## src/rtl/mrs_pkg.sv

```systemverilog
package mrs_pkg;
  localparam int unsigned MRS_NUM_REGS = 4;
  localparam int unsigned MRS_SEL_W    = $clog2(MRS_NUM_REGS);

  typedef enum logic [MRS_SEL_W-1:0] {
    MRS_SEL_MAIN = 2'd0,
    MRS_SEL_EXT1 = 2'd1,
    MRS_SEL_EXT2 = 2'd2,
    MRS_SEL_EXT3 = 2'd3
  } mrs_sel_e;
endpackage

```

## src/rtl/mrs_reset_sync.sv

```systemverilog
module mrs_reset_sync #(
  parameter int unsigned STAGES = 2
) (
  input  logic clk,
  input  logic rst_n,
  output logic rst_sync_n
);
  logic [STAGES-1:0] chain_q;
  logic [STAGES-1:0] chain_d;

  always_comb begin
    chain_d = {chain_q[STAGES-2:0], 1'b1};
  end

  always_ff @(posedge clk or negedge rst_n) begin
    if (!rst_n) chain_q <= '0;
    else        chain_q <= chain_d;
  end

  assign rst_sync_n = chain_q[STAGES-1];
endmodule

```

## src/rtl/mrs_shadow_bank.sv

```systemverilog
module mrs_shadow_bank
  import mrs_pkg::*;
#(
  parameter int unsigned DATA_W   = 16,
  parameter int unsigned NUM_REGS = MRS_NUM_REGS,
  localparam int unsigned SEL_W   = $clog2(NUM_REGS)
) (
  input  logic                             clk,
  input  logic                             rst_n,
  input  logic                             wr_en,
  input  logic [SEL_W-1:0]                 wr_sel,
  input  logic [DATA_W-1:0]                wr_data,
  output logic [NUM_REGS-1:0][DATA_W-1:0]  val_q
);
  for (genvar g = 0; g < NUM_REGS; g++) begin : g_reg
    logic              load_en;
    logic [DATA_W-1:0] val_d;

    always_comb begin
      load_en = wr_en && (wr_sel == SEL_W'(g));
      val_d   = load_en ? wr_data : val_q[g];
    end

    always_ff @(posedge clk or negedge rst_n) begin
      if (!rst_n)       val_q[g] <= '0;
      else if (load_en) val_q[g] <= val_d;
    end
  end
endmodule

```

## src/rtl/mrs_pending_tracker.sv

```systemverilog
module mrs_pending_tracker
  import mrs_pkg::*;
#(
  parameter int unsigned NUM_REGS = MRS_NUM_REGS,
  localparam int unsigned SEL_W   = $clog2(NUM_REGS)
) (
  input  logic                clk,
  input  logic                rst_n,
  input  logic                init_req,
  input  logic                wr_en,
  input  logic [SEL_W-1:0]    wr_sel,
  input  logic [NUM_REGS-1:0] mask_en,
  input  logic                accept,
  input  logic [SEL_W-1:0]    accept_sel,
  output logic [NUM_REGS-1:0] pend_q
);
  for (genvar g = 0; g < NUM_REGS; g++) begin : g_flag
    logic set_req;
    logic clr_req;
    logic flag_en;
    logic flag_d;

    always_comb begin
      set_req = init_req || (wr_en && (wr_sel == SEL_W'(g)) && mask_en[g]);
      clr_req = accept && (accept_sel == SEL_W'(g));
      flag_en = set_req || clr_req;
      flag_d  = set_req;
    end

    always_ff @(posedge clk or negedge rst_n) begin
      if (!rst_n)       pend_q[g] <= 1'b0;
      else if (flag_en) pend_q[g] <= flag_d;
    end
  end
endmodule

```

## src/rtl/mrs_issue_arbiter.sv

```systemverilog
module mrs_issue_arbiter
  import mrs_pkg::*;
#(
  parameter int unsigned NUM_REGS = MRS_NUM_REGS,
  localparam int unsigned SEL_W   = $clog2(NUM_REGS)
) (
  input  logic [NUM_REGS-1:0] pend,
  input  logic                xfer_busy,
  input  logic                cmd_ready,
  output logic                cmd_valid,
  output logic [SEL_W-1:0]    cmd_sel,
  output logic                accept
);
  always_comb begin
    cmd_sel = '0;
    for (int i = NUM_REGS - 1; i >= 0; i--) begin
      if (pend[i]) cmd_sel = SEL_W'(i);
    end
    cmd_valid = (|pend) && !xfer_busy;
    accept    = cmd_valid && cmd_ready;
  end
endmodule

```

## src/rtl/mrs_update_sched.sv

```systemverilog
module mrs_update_sched
  import mrs_pkg::*;
#(
  parameter int unsigned DATA_W = 16
) (
  input  logic              clk,
  input  logic              rst_n,
  input  logic              init_req,
  input  logic              wr_en,
  input  logic [1:0]        wr_sel,
  input  logic [DATA_W-1:0] wr_data,
  input  logic [3:0]        mask_en,
  input  logic              xfer_busy,
  input  logic              cmd_ready,
  output logic              cmd_valid,
  output logic [1:0]        cmd_sel,
  output logic [DATA_W-1:0] cmd_value
);
  localparam int unsigned NUM_REGS = MRS_NUM_REGS;
  localparam int unsigned SEL_W    = MRS_SEL_W;

  logic                            rst_sync_n;
  logic [NUM_REGS-1:0][DATA_W-1:0] val_q;
  logic [NUM_REGS-1:0]             pend_q;
  logic                            accept;
  logic [SEL_W-1:0]                sel_w;

  mrs_reset_sync #(.STAGES(2)) u_rst_sync (
    .clk        (clk),
    .rst_n      (rst_n),
    .rst_sync_n (rst_sync_n)
  );

  mrs_shadow_bank #(.DATA_W(DATA_W), .NUM_REGS(NUM_REGS)) u_bank (
    .clk     (clk),
    .rst_n   (rst_sync_n),
    .wr_en   (wr_en),
    .wr_sel  (wr_sel),
    .wr_data (wr_data),
    .val_q   (val_q)
  );

  mrs_pending_tracker #(.NUM_REGS(NUM_REGS)) u_pend (
    .clk        (clk),
    .rst_n      (rst_sync_n),
    .init_req   (init_req),
    .wr_en      (wr_en),
    .wr_sel     (wr_sel),
    .mask_en    (mask_en),
    .accept     (accept),
    .accept_sel (sel_w),
    .pend_q     (pend_q)
  );

  mrs_issue_arbiter #(.NUM_REGS(NUM_REGS)) u_arb (
    .pend      (pend_q),
    .xfer_busy (xfer_busy),
    .cmd_ready (cmd_ready),
    .cmd_valid (cmd_valid),
    .cmd_sel   (sel_w),
    .accept    (accept)
  );

  assign cmd_sel   = sel_w;
  assign cmd_value = val_q[sel_w];
endmodule

```

## config.mk

```make
export PLATFORM = sky130hd
export DESIGN_NAME = mrs_update_sched
export DESIGN_NICKNAME = d
export VERILOG_FILES = /design/src/rtl/mrs_pkg.sv /design/src/rtl/mrs_reset_sync.sv /design/src/rtl/mrs_shadow_bank.sv /design/src/rtl/mrs_pending_tracker.sv /design/src/rtl/mrs_issue_arbiter.sv /design/src/rtl/mrs_update_sched.sv
export SDC_FILE = /design/constraint.sdc
export NUM_CORES = 1
export LEC_CHECK = 0
export BUFFER_PORTS_ARGS = -buffer_cell sky130_fd_sc_hd__buf_2
export CORE_MARGIN = 2
export CORE_UTILIZATION = 39
export CTS_CLUSTER_DIAMETER = 120
export DETAILED_ROUTE_END_ITERATION = 12
export SKIP_CTS_REPAIR_TIMING = 1
export SYNTH_ARGS = -nofsm -noshare
export SYNTH_HDL_FRONTEND = slang
export SYNTH_SLANG_ARGS = --single-unit
```

## constraint.sdc

```tcl
create_clock -name clk -period 2.88 [get_ports clk]
set_input_delay 0.144 -clock clk [delete_from_list [all_inputs] [get_ports clk]]
set_output_delay 0.144 -clock clk [all_outputs]
set_load 0.02 [all_outputs]
```

==> results.toml <==
[run_status]
status = "finished, final reports clean"

[timing]
relSlewSlack = 0.531
finalCritPeriodShare = 0.682
finalHoldViolations = 0
fin_skew_ns = 0.00996
slew_violations = 0
max_freq_mhz = 509
worstMarginPinSlew_ns = 0.704
period_minus_slack_ns = 1.96
rsz0062_at_grt = "no"
setup_violations = 0
tns_ns = 0

[route]
drt_iter0_drc = 129
vias_per_cell = 5.34
wl_per_cell_um = 17.3
routed_wl_um = 6850
dr_total_vias = 2113
ant_nets = 0
drc = 0
first_pass_iters = 4

[die]
die_w_um = 94.3
die_h_um = 94.3
num_rows = 32
core_mm2 = 0.00781
die-area_mm2 = 0.00889
io_pins = 47
start_util = 0.407

[worst_setup_path]
rr_worst_depth = 3
regToRegSetupSlack_ns = 1.54
r2r-end = "u_pend.pend_q[3]$_DFFE_PN0P_"
path_max_fanout = 9
cp-start-kind = "flip-flop"
reg2reg_from = "u_pend.pend_q[1]$_DFFE_PN0P_"
critical_path_class = "flip-flop to primary output"
cp.arrival_ns = 1.82
endpoint_kind = "primary output"
crit_required_ns = 2.74

[synthesis]
ys_seq_area_frac = 0.551
yosys_register_bits = 70
synthCells = 240
netlist_top_cells_area = "dfrtp_1, mux2_2, a221o_1"
avgSynthCellArea_um2 = 13.2
syn_nets = 268
syn_area_mm2 = 0.00318
synth.distinct_cells = 26
yosysTopAreaCell = "dfrtp_1"
yosys.area.top_type_share = 0.551
yosys_warnings = 0

[clocking]
path_clk_slew_ns = 0.06
clock_latency_ns = 0.34
cts.sinks = 70
cts_tree = "built"
clock_path_buffers = 2
htreeDepth = 3
clockRootBuffer = "clkbuf_8"
cts_buffers = 9

[layout]
final_common_cell = "dfrtp_1"
nFillCells = 740
utilization = 0.472
layout.area.seq_mm2 = 0.00175
nNetsFinal = 318
drive_gt1_frac = 0.463
antenna_cells = 0
area_delta_synth_final_pct = 16.0
final_cell_area_mm2 = 0.00369
layout_common_cells = "dfrtp_1, mux2_2, buf_2"
finalNonFillerCells = 396
multi_input_area_mm2 = 0.00126

[pwr]
pwr-share-seq = 0.527
vdd_drop_max_v = 0.000297
power_density_mw_per_mm2 = 641
clkPwrFrac = 0.278
power_uw = 2360
swShare = 0.269
pwr-share-comb = 0.194
p_leak_uw = 0.00166
p_int_uw = 1730
p_switching_uw = 637

[grt]
grt_max_degree = 40
grt_pass1_wl_um = 11300
grt_use_total = 0.170
grt_antenna_before_repair = 0
grt_overflow = 0
grt_pass1_vias = 2194

[placed_design]
hpwl_um = 4350
place_inst = 380
gp_congestion = 0.691
place_area_mm2 = 0.00352
io_buffers = 46

[min_path]
min_to = "u_pend.pend_q[0]$_DFFE_PN0P_"
min_from = "init_req"
min_path_type = "input port to flip-flop"
hold-path-cell-count = 2

[flow_run]
max_cap_violations = 0
worst max-delay path by stage:
stage | cells past startpoint | endpoint | slack, ns | from
finish | 5 | cmd_value[2] | 0.92 | u_pend.pend_q[2]$_DFFE_PN0P_
global route | 5 | cmd_value[2] | 0.77 | u_pend.pend_q[2]$_DFFE_PN0P_
CTS | 5 | cmd_value[2] | 0.87 | u_pend.pend_q[2]$_DFFE_PN0P_
detailed placement | 5 | cmd_value[2] | 1.25 | u_pend.pend_q[2]$_DFFE_PN0P_
global placement | 5 | cmd_value[7] | 1.30 | u_pend.pend_q[2]$_DFFE_PN0P_
floorplan | 0 | u_bank.val_q[0]$_DFFE_PN0P_ | 0.79 | u_rst_sync.chain_q[1]$_DFF_PN0_
worst max-delay path, stage by stage (launching register included):
cell	delay, ns
dfrtp_1	0.45
nor3_1	0.06
or2_1	0.34
buf_4	0.24
a22o_1	0.24
buf_2	0.15
logic make-up after synthesis:
| kind of cell | after synthesis | synth area share |
|---|---|---|
| flops | 70 | 0.551 |
| mux | 64 | 0.227 |
| other cells | 1 | 0.00118 |
| buf+inv | 35 | 0.0512 |
| simple gates | 15 | 0.0335 |
| compound gates | 55 | 0.136 |
cell type report:
class / count / area share
Clock buffer: 13 / 0.0404
Clock inverter: 2 / 0.00271
Inverter: 19 / 0.0193
Multi-Input combinational cell: 135 / 0.343
Sequential cell: 70 / 0.475
Tap cell: 102 / 0.0346
Timing Repair Buffer: 55 / 0.0848
state kept, by name (all words and copies together), names as in the netlist:
name                cells
u_bank.val_q           64
u_pend.pend_q           4
u_rst_sync.chain_q      2
synthesized netlist by cell type:
cell type  number
a221o_2         1
mux2_2         64
nor2_1          4
o21ai_0         1
nor3b_4         1
o31ai_1         1
buf_6           3
nand3_1         1
o41ai_1         1
a221o_1        16
a21oi_1        17
nand3b_2        2
or2_1           1
nand2b_1        1
inv_1          19
nor3_1          2
o211ai_1        2
clkbuf_1        5
nor2b_1         1
nand4_1         1
buf_2           7
a22o_1         16
conb_1          1
dfrtp_1        70
nand3_2         1
buf_1           1
metal layers:
| layer | global-route usage | share of wire | vias to the layer above |
|---|---|---|---|
| met2 | 0.251 | 0.45 | 69 |
| met1 | 0.240 | 0.49 | 1055 |
| met3 | 0.0578 | 0.056 | 9 |
| li1 | - | - | 980 |
| met4 | 0.0447 | 0.011 | 0 |
| met5 | 0 | 0 | - |
through the flow:
step / hold slack [ns] / worst slack (ns)
detailed placement: -0.0706 / 1.25
CTS: -0.449 / 0.871
finish: 0.0367 / 0.916
global route: 0.0261 / 0.770
global placement: -0.0717 / 1.30
floorplan: -0.152 / 0.786
power groups by stage:
stage | Sequential [µW] | Clock (µW) | Combinational [µW]
3_3_place_gp | 1260 | 0 | 454
6_report | 1250 | 658 | 460
2_1_floorplan | 1250 | 0 | 335
4_1_cts | 1250 | 685 | 466
3_5_place_dp | 1270 | 0 | 465
5_1_grt | 1270 | 734 | 507
Note: power is estimated with default switching activity, not from simulation.
